[src/rtl/cpu_wdt_pkg.sv]
package cpu_wdt_pkg;

   // Every event that forces the supervisor count back to zero.
   typedef struct packed {
      logic sw_clr;
      logic osc_off;
      logic sleep_go;
      logic tmode_go;
      logic hold_go;
   } wdt_clr_src_t;

   localparam int unsigned WDT_NUM_SRC = $bits(wdt_clr_src_t);

   // What the counter does at the coming edge.
   typedef enum logic [1:0] {
      CNT_RUN    = 2'd0,
      CNT_CLEAR  = 2'd1,
      CNT_EXPIRE = 2'd2
   } wdt_cnt_act_e;

endpackage

[src/rtl/wdt_ctl_reg.sv]
module wdt_ctl_reg #(
   parameter int unsigned     CTL_W   = 8,
   parameter int unsigned     CLR_POS = 1,
   parameter logic [CTL_W-1:0] RST_VAL = '0
) (
   input  logic             clk,
   input  logic             rst_n,
   input  logic             we,
   input  logic [CTL_W-1:0] wdata,
   output logic [CTL_W-1:0] rdata,
   output logic             sw_clear
);

   initial begin : elab_chk
      if (CLR_POS >= CTL_W) $error("wdt_ctl_reg: CLR_POS outside register");
   end

   // Writing 0 into the clear position is the software kick.
   assign sw_clear = we & ~wdata[CLR_POS];

   for (genvar b = 0; b < CTL_W; b++) begin : g_bit
      if (b == CLR_POS) begin : g_clr
         assign rdata[b] = 1'b1;
      end else begin : g_store
         logic bit_q;
         always_ff @(posedge clk or negedge rst_n) begin
            if (!rst_n)  bit_q <= RST_VAL[b];
            else if (we) bit_q <= wdata[b];
         end
         assign rdata[b] = bit_q;
      end
   end

endmodule

[src/rtl/wdt_clr_merge.sv]
module wdt_clr_merge
   import cpu_wdt_pkg::*;
#(
   parameter logic [WDT_NUM_SRC-1:0] SRC_EN = '1
) (
   input  wdt_clr_src_t src,
   output logic         clr
);

   logic [WDT_NUM_SRC-1:0] src_vec;
   logic [WDT_NUM_SRC-1:0] gated;

   assign src_vec = src;

   for (genvar s = 0; s < WDT_NUM_SRC; s++) begin : g_src
      if (SRC_EN[s]) begin : g_on
         assign gated[s] = src_vec[s];
      end else begin : g_off
         assign gated[s] = 1'b0;
      end
   end

   assign clr = |gated;

endmodule

[src/rtl/wdt_tick_counter.sv]
module wdt_tick_counter
   import cpu_wdt_pkg::*;
#(
   parameter int unsigned      CNT_W    = 20,
   parameter logic [CNT_W-1:0] TERM_CNT = {CNT_W{1'b1}}
) (
   input  logic             clk,
   input  logic             rst_n,
   input  logic             clr,
   output logic [CNT_W-1:0] cnt,
   output logic             req
);

   localparam logic [CNT_W-1:0] ALL_ONES = {CNT_W{1'b1}};

   initial begin : elab_chk
      if (CNT_W < 2) $error("wdt_tick_counter: CNT_W must be at least 2");
      if (TERM_CNT == '0) $error("wdt_tick_counter: TERM_CNT must be nonzero");
   end

   logic [CNT_W-1:0] cnt_q;
   logic             req_q;
   logic             at_term;
   wdt_cnt_act_e     act;

   // Full-range terminal uses an AND tree; a shorter one needs a comparator.
   if (TERM_CNT == ALL_ONES) begin : g_term_full
      assign at_term = &cnt_q;
   end else begin : g_term_cmp
      assign at_term = (cnt_q == TERM_CNT);
   end

   // Clear sources outrank the terminal count.
   always_comb begin
      if (clr)          act = CNT_CLEAR;
      else if (at_term) act = CNT_EXPIRE;
      else              act = CNT_RUN;
   end

   always_ff @(posedge clk or negedge rst_n) begin
      if (!rst_n) begin
         cnt_q <= '0;
         req_q <= 1'b0;
      end else begin
         unique case (act)
            CNT_CLEAR: begin
               cnt_q <= '0;
               req_q <= 1'b0;
            end
            CNT_EXPIRE: begin
               cnt_q <= '0;
               req_q <= 1'b1;
            end
            default: begin
               cnt_q <= cnt_q + 1'b1;
               req_q <= 1'b0;
            end
         endcase
      end
   end

   assign cnt = cnt_q;
   assign req = req_q;

endmodule

[src/rtl/cpu_activity_wdt.sv]
module cpu_activity_wdt
   import cpu_wdt_pkg::*;
#(
   parameter int unsigned      CNT_W    = 20,
   parameter logic [CNT_W-1:0] TERM_CNT = {CNT_W{1'b1}},
   parameter int unsigned      CTL_W    = 8,
   parameter int unsigned      CLR_POS  = 1,
   parameter logic [CTL_W-1:0] CTL_RST  = '0
) (
   input  logic             clk,
   input  logic             rst_n,
   input  logic             reg_we,
   input  logic [CTL_W-1:0] reg_wdata,
   output logic [CTL_W-1:0] reg_rdata,
   input  logic             osc_stopped,
   input  logic             sleep_enter,
   input  logic             timer_enter,
   input  logic             hold_start,
   output logic             rst_req
);

   logic             sw_kick;
   logic             any_clr;
   logic [CNT_W-1:0] cnt_value;
   wdt_clr_src_t     clr_src;

   wdt_ctl_reg #(
      .CTL_W  (CTL_W),
      .CLR_POS(CLR_POS),
      .RST_VAL(CTL_RST)
   ) u_ctl (
      .clk     (clk),
      .rst_n   (rst_n),
      .we      (reg_we),
      .wdata   (reg_wdata),
      .rdata   (reg_rdata),
      .sw_clear(sw_kick)
   );

   always_comb begin
      clr_src.sw_clr   = sw_kick;
      clr_src.osc_off  = osc_stopped;
      clr_src.sleep_go = sleep_enter;
      clr_src.tmode_go = timer_enter;
      clr_src.hold_go  = hold_start;
   end

   wdt_clr_merge #(
      .SRC_EN('1)
   ) u_merge (
      .src(clr_src),
      .clr(any_clr)
   );

   wdt_tick_counter #(
      .CNT_W   (CNT_W),
      .TERM_CNT(TERM_CNT)
   ) u_cnt (
      .clk  (clk),
      .rst_n(rst_n),
      .clr  (any_clr),
      .cnt  (cnt_value),
      .req  (rst_req)
   );

endmodule

[config.mk]
export PLATFORM = sky130hd
export DESIGN_NAME = cpu_activity_wdt
export DESIGN_NICKNAME = d
export VERILOG_FILES = /design/src/rtl/cpu_wdt_pkg.sv /design/src/rtl/wdt_ctl_reg.sv /design/src/rtl/wdt_clr_merge.sv /design/src/rtl/wdt_tick_counter.sv /design/src/rtl/cpu_activity_wdt.sv
export SDC_FILE = /design/constraint.sdc
export NUM_CORES = 1
export LEC_CHECK = 0
export ABC_AREA = 1
export BUFFER_PORTS_ARGS = -buffer_cell sky130_fd_sc_hd__buf_2
export CORE_MARGIN = 1
export CORE_UTILIZATION = 25
export CTS_BUF_LIST = sky130_fd_sc_hd__clkbuf_2
export DETAILED_ROUTE_END_ITERATION = 7
export HOLD_SLACK_MARGIN = 0.15
export PLACE_DENSITY = 0.53
export SKIP_CTS_REPAIR_TIMING = 1
export SLEW_MARGIN = 25
export SYNTH_ARGS = -nofsm -noshare
export SYNTH_HDL_FRONTEND = slang
export SYNTH_SLANG_ARGS = --single-unit
export TNS_END_PERCENT = 1
[constraint.sdc]
create_clock -name clk -period 1.9 [get_ports clk]
set_clock_uncertainty 0.05 [all_clocks]
set_input_delay 0.475 -clock clk [delete_from_list [all_inputs] [get_ports clk]]
set_output_delay 0.475 -clock clk [all_outputs]
set_load 0.05 [all_outputs]
# --- Word level (Yosys, flattened, before mapping) ---
# Cells that the tools add are included.
word_totals:
  mem_bits_rw: 0
  register_bits: 28
  elab_cells: 21
  input_bits: 15
  latch_bits: 0
  mem_count: 0
  romBits: 0
  out_inout_bits: 9
op_classes:
  n_addsub: 1
  n_reduce_logical: 3
  bitwise: 2
  order_cmp: 0
  muxes: 4
  eq_ne: 2
  div: 0
  n_shift: 0
  n_mul: 0
ops:
  columns: ["op", "count"]
  rows:
  - ["20-bit by 1-bit adder with 20-bit output, second input constant", 1]
  - ["20-bit two-way mux", 1]
  - ["20-bit AND reduction", 1]
  - ["5-bit OR reduction", 1]
  - ["2-bit two-way mux", 2]
  - ["2-bit by 1-bit equality test with 1-bit output, second input constant", 1]
  - ["2-bit equality test, second input constant", 1]
  - ["2-bit OR reduction", 1]
  - ["1-bit bitwise AND", 1]
  - ["1-bit two-way mux", 1]
  - ["1-bit NOT", 1]

# --- Longest topological paths before layout ---
logic_depth:
  word_depth: 7
  ltp_mapped: 9
  depth_no_buf: 9

# --- By module ---
# From an unflattened synthesis, not the netlist that was laid out.
unflattened:
  hier_cells: 193
  area_unflattened_um2: 1512.7
modules_own_cells:
  columns: ["module", "instances", "area_each_um2", "seq_area_each_um2", "cells_per_inst"]
  rows:
  - ["wdt_tick_counter", 1, 1159.9, 525.5, 149]
  - ["wdt_ctl_reg", 1, 336.6, 175.2, 40]
  - ["wdt_clr_merge", 1, 16.3, 0.0, 4]

# --- Least setup slack after synthesis ---
# No wires, ideal clock.
synth_timing:
  path_type: "register -> register"
  startpoint: "reg u_cnt.cnt_q[0] (netlist: u_cnt.cnt[0])"
  endpoint: "reg u_cnt.cnt_q[16] (netlist: u_cnt.cnt[16])"
  path_buffers: 1
  setup_ns: 0.116
  period_less_slack_ns: 1.422
  path_slack_ns: 0.478
  required_ns: 1.734
  arrival_ns: 1.256
  stages_incl_launch_ff: 10
  cell_sequence: "dfrtp_1 ha_1 nand2_1 nor2_4 nand2_2 nor2_4 nand2_1 nand2_2 buf_6 nor2_1"
synth_between:
  elab_chain_len: 6
  word_cells_on_any_way: 8
  cone_classes: "1 x add/sub; 2 x eq/ne; 3 x mux; 2 x reduce/logical"
synth_rtl:
  columns: ["item", "line", "source"]
  rows:
  - ["start: declaration", "wdt_tick_counter.sv:21", "logic [CNT_W-1:0] cnt_q;"]
  - ["start signal: assignment", "wdt_tick_counter.sv:55", "cnt_q <= cnt_q + 1'b1;"]
  - ["branches (longest 5 deep; another with 20-bit by 1-bit adder with 20-bit output)", null, null]
  - ["20-bit two-way mux (*)", "wdt_tick_counter.sv:45", "unique case (act)"]
# Mark *: on every way between the ends.
# A chain may end at the register's enable or synchronous reset.

# --- Worst setup path in the final report ---
layout_timing:
  startpoint: "reg u_cnt.cnt_q[0] (netlist: u_cnt.cnt[0])"
  endpoint: "reg u_cnt.cnt_q[6] (netlist: u_cnt.cnt[6])"
# Same word-level chain as after synthesis.

==> flow_metrics.py <==
metrics = {
    "run_status": {
        "outcome": "finished clean",
    },
    "worst_setup_path": {
        "crit_chain": "ha_1 -> nand2_1 -> nor2_4 -> nand2_2 -> nor2_4 -> nand2_1 -> nand2_4 -> nor2_1",
        "critical_path.startpoint": "u_cnt.cnt[0]",
        "critPathSlowestCell": "sky130_fd_sc_hd__dfrtp_1",
        "crit-reg2reg-launch": "u_cnt.cnt[0]",
        "setup.worst_path.class": "flip-flop to flip-flop",
        "path_buf_inv": 0,
        "crit_arrival_ns": 1.84,
        "slowest_delay_ns": 0.43,
        "timing.critical_path.to_type": "flip-flop",
        "cp_data_required_time_ns": 2.14,
        "worstSetupStartpointType": "flip-flop",
        "path_max_fanout": 20,
        "timing.critical_path.max_delay_family": "simple AND/OR/NAND/NOR gates",
    },
    "floorplanning": {
        "initial_core_util_pct": 26.5,
        "io_pins": 24,
        "dieArea_sq_mm": 0.00628,
        "core_sq_mm": 0.00564,
        "die_h_um": 79.3,
        "die_w_um": 79.3,
        "std_cell_rows": 27,
    },
    "power": {
        "p_per_area_mw_per_mm2": 588,
        "combPwrFrac_pct": 13.2,
        "leakagePower_nw": 0.690,
        "vdd.ir_drop.worst_v": 0.000261,
        "seq_power_share_pct": 64.0,
        "power.share.switching_pct": 28.2,
        "p_switching_uw": 273,
        "clock_power_share_pct": 22.8,
        "p_int_uw": 696,
    },
    "synthesis": {
        "synth.cell_area_sq_mm": 0.00149,
        "syn_inst": 176,
        "synth_seq_cells": 28,
        "synth_cell_types": 23,
        "post_synth.cell_area_avg_sq_um": 8.48,
        "synth_nets": 192,
        "yosys_warnings": 0,
        "synth_sequential_area_ratio_pct": 46.9,
    },
    "global_route": {
        "antenna_found_initial": 0,
        "vias_in_the_first_global_route": 1120,
        "grt_start_max_net_pins": 29,
        "grt_first_pass_wirelength_um": 4820,
        "grt-ovfl-total": 0,
        "gr-usage-all-layers_pct": 9.74,
    },
    "finish": {
        "layout.nets": 210,
        "drive_above_1_share_pct": 22.8,
        "fin_area_sq_mm": 0.00165,
        "area_delta_synth_final_pct": 10.4,
        "antenna_cells_inserted": 0,
        "stdcell_count": 265,
        "filler_cell_count": 582,
    },
    "drt": {
        "drt_iter0_drc": 45,
        "dr_total_vias": 1085,
        "detail_route.vias_per_cell": 4.09,
        "post-route-drc-count": 0,
        "detail_route.first_pass.iterations": 4,
        "drt_wl_total_um": 2640,
        "drt-wirelength-per-cell_um": 9.95,
        "final_antenna_net_count": 0,
    },
    "sta": {
        "finalMaxSlewViolations": 0,
        "max_slew.worst_pin.slew_ns": 0.630,
        "timing.setup.tns_ns": 0,
        "rsz0062_at_grt": "false",
        "timing.max_slew.rel_slack_pct": 58.0,
        "min_period_ns": 1.60,
        "maxClockFrequency_mhz": 626,
        "layout_worst_path_cycle_share_pct": 84.1,
        "final_hold_viol_count": 0,
        "report.final.setup_viol": 0,
    },
    "place": {
        "dpl.cell_count": 260,
        "half_perimeter_wire_length_of_the_detailed_placement_result_um": 1990,
        "gp_congestion": 0.743,
        "postPlaceCellArea_sq_mm": 0.00161,
        "port-buffer-count": 22,
    },
    "hold_path": {
        "hold_class": "input pin to flip-flop",
        "hold_start": "reg_wdata[0]",
    },
    "job": {
        "max_cap_violations": 0,
    },
    "clock_tree": {
        "clock-root-buffer": "sky130_fd_sc_hd__clkbuf_2",
        "cts.clk_slew.worst_paths_ns": 0.25,
        "htree_levels": 1,
        "cts_sinks": 28,
        "clockBufferDepth": 2,
        "cts_tree": "built",
        "cts-buffers-inserted": 3,
        "clkLatencyLatePin_ns": 0.36,
    },
}
per-layer routing:
layer  vias up  track usage [%]  share of wire [%]
li1        571                -                  -
met1       496             12.1                 48
met2        14             16.3                 47
met5         -                0                  0
met3         4             2.18                3.5
met4         0             3.82                1.5
placed cells by master (no fill, tap or decap), types with 4 or more instances in the layout:
cell,count
sky130_fd_sc_hd__inv_1,15
sky130_fd_sc_hd__mux2_2,7
sky130_fd_sc_hd__dfrtp_1,28
sky130_fd_sc_hd__nor2_4,4
sky130_fd_sc_hd__buf_2,22
sky130_fd_sc_hd__nor2_1,34
sky130_fd_sc_hd__nand2_1,38
sky130_fd_sc_hd__xor2_1,8
sky130_fd_sc_hd__nand3_1,10
worst reg2reg max path, delay by kind of cell, from the launching register on:
| family | cells | cell delay (ns) |
|---|---|---|
| flops | 1 | 0.43 |
| simple gates | 7 | 0.86 |
| fa+ha+maj | 1 | 0.19 |
Yosys cell counts, drive strengths merged:
library cell | n | area share [%]
nand2 | 42 | 11
nor2 | 40 | 12
dfrtp | 28 | 47
inv | 16 | 4.0
buf | 10 | 5.5
nand3 | 10 | 3.4
xor2 | 8 | 4.7
mux2 | 7 | 5.3
nand4 | 3 | 1.3
a21oi | 2 | 0.67
o21ai | 2 | 0.67
xnor2 | 2 | 1.2
and3 | 1 | 0.42
clkbuf | 1 | 0.25
conb | 1 | 0.25
ha | 1 | 0.84
nand3b | 1 | 0.50
o21bai | 1 | 0.50
per-stage QoR:
stage	hold slack [ns]	utilization (%)	setup WS (ns)	power, mW
detailed placement	0.408	28.6	0.187	0.759
global route	0.228	29.2	0.0737	1.02
CTS	0.0330	28.9	0.159	0.984
finish	0.264	29.2	0.302	0.969
global placement	0.395	28.6	0.236	0.757
floorplan	0.129	-	0.478	0.737
logic make-up after synthesis:
group | synth area share, %
flops | 46.9
xor+xnor | 5.87
fa+ha+maj | 0.838
compound gates | 1.84
other cells | 0.251
mux | 5.28
buf+inv | 9.81
simple gates | 29.2
cell type report:
cell class                      instances  area (sq um)  area share, %
Clock buffer                            3          15.0          0.911
Clock inverter                          1          3.75          0.228
Inverter                               16          60.1           3.64
Multi-Input combinational cell        121           651           39.5
Sequential cell                        28           701           42.5
Tap cell                               72          90.1           5.47
Timing Repair Buffer                   24           128           7.74
path summary, 6_finish.rpt:
| kind | cells after the start | slack, ns | endpoint |
|---|---|---|---|
| worst max-delay path | 8 | 0.30 | u_cnt.cnt[6] |
| worst min-delay path | 2 | 0.26 | u_ctl.g_bit[0].g_store.bit_q |
| worst max register to register | 8 | 0.30 | u_cnt.cnt[6] |
| worst min register to register | 1 | 0.43 | u_cnt.cnt[0] |
| max in group asynchronous | 2 | 0.83 | u_cnt.cnt[12] |
| min in group asynchronous | 2 | 0.57 | u_ctl.g_bit[3].g_store.bit_q |
flip-flops by register name, summed over array words and instances, names as in the netlist:
name,cells
u_ctl.g_bit.g_store.bit_q,7
u_cnt.req,1
u_cnt.cnt,20
power by group through the flow:
stage / combinational (mW) / sequential [mW] / clock, mW
detailed placement: 0.128 / 0.630 / 0
CTS: 0.128 / 0.621 / 0.235
global route: 0.138 / 0.623 / 0.258
floorplan: 0.109 / 0.628 / 0
finish: 0.128 / 0.620 / 0.221
global placement: 0.127 / 0.629 / 0
(Power assumes the default switching activity.)
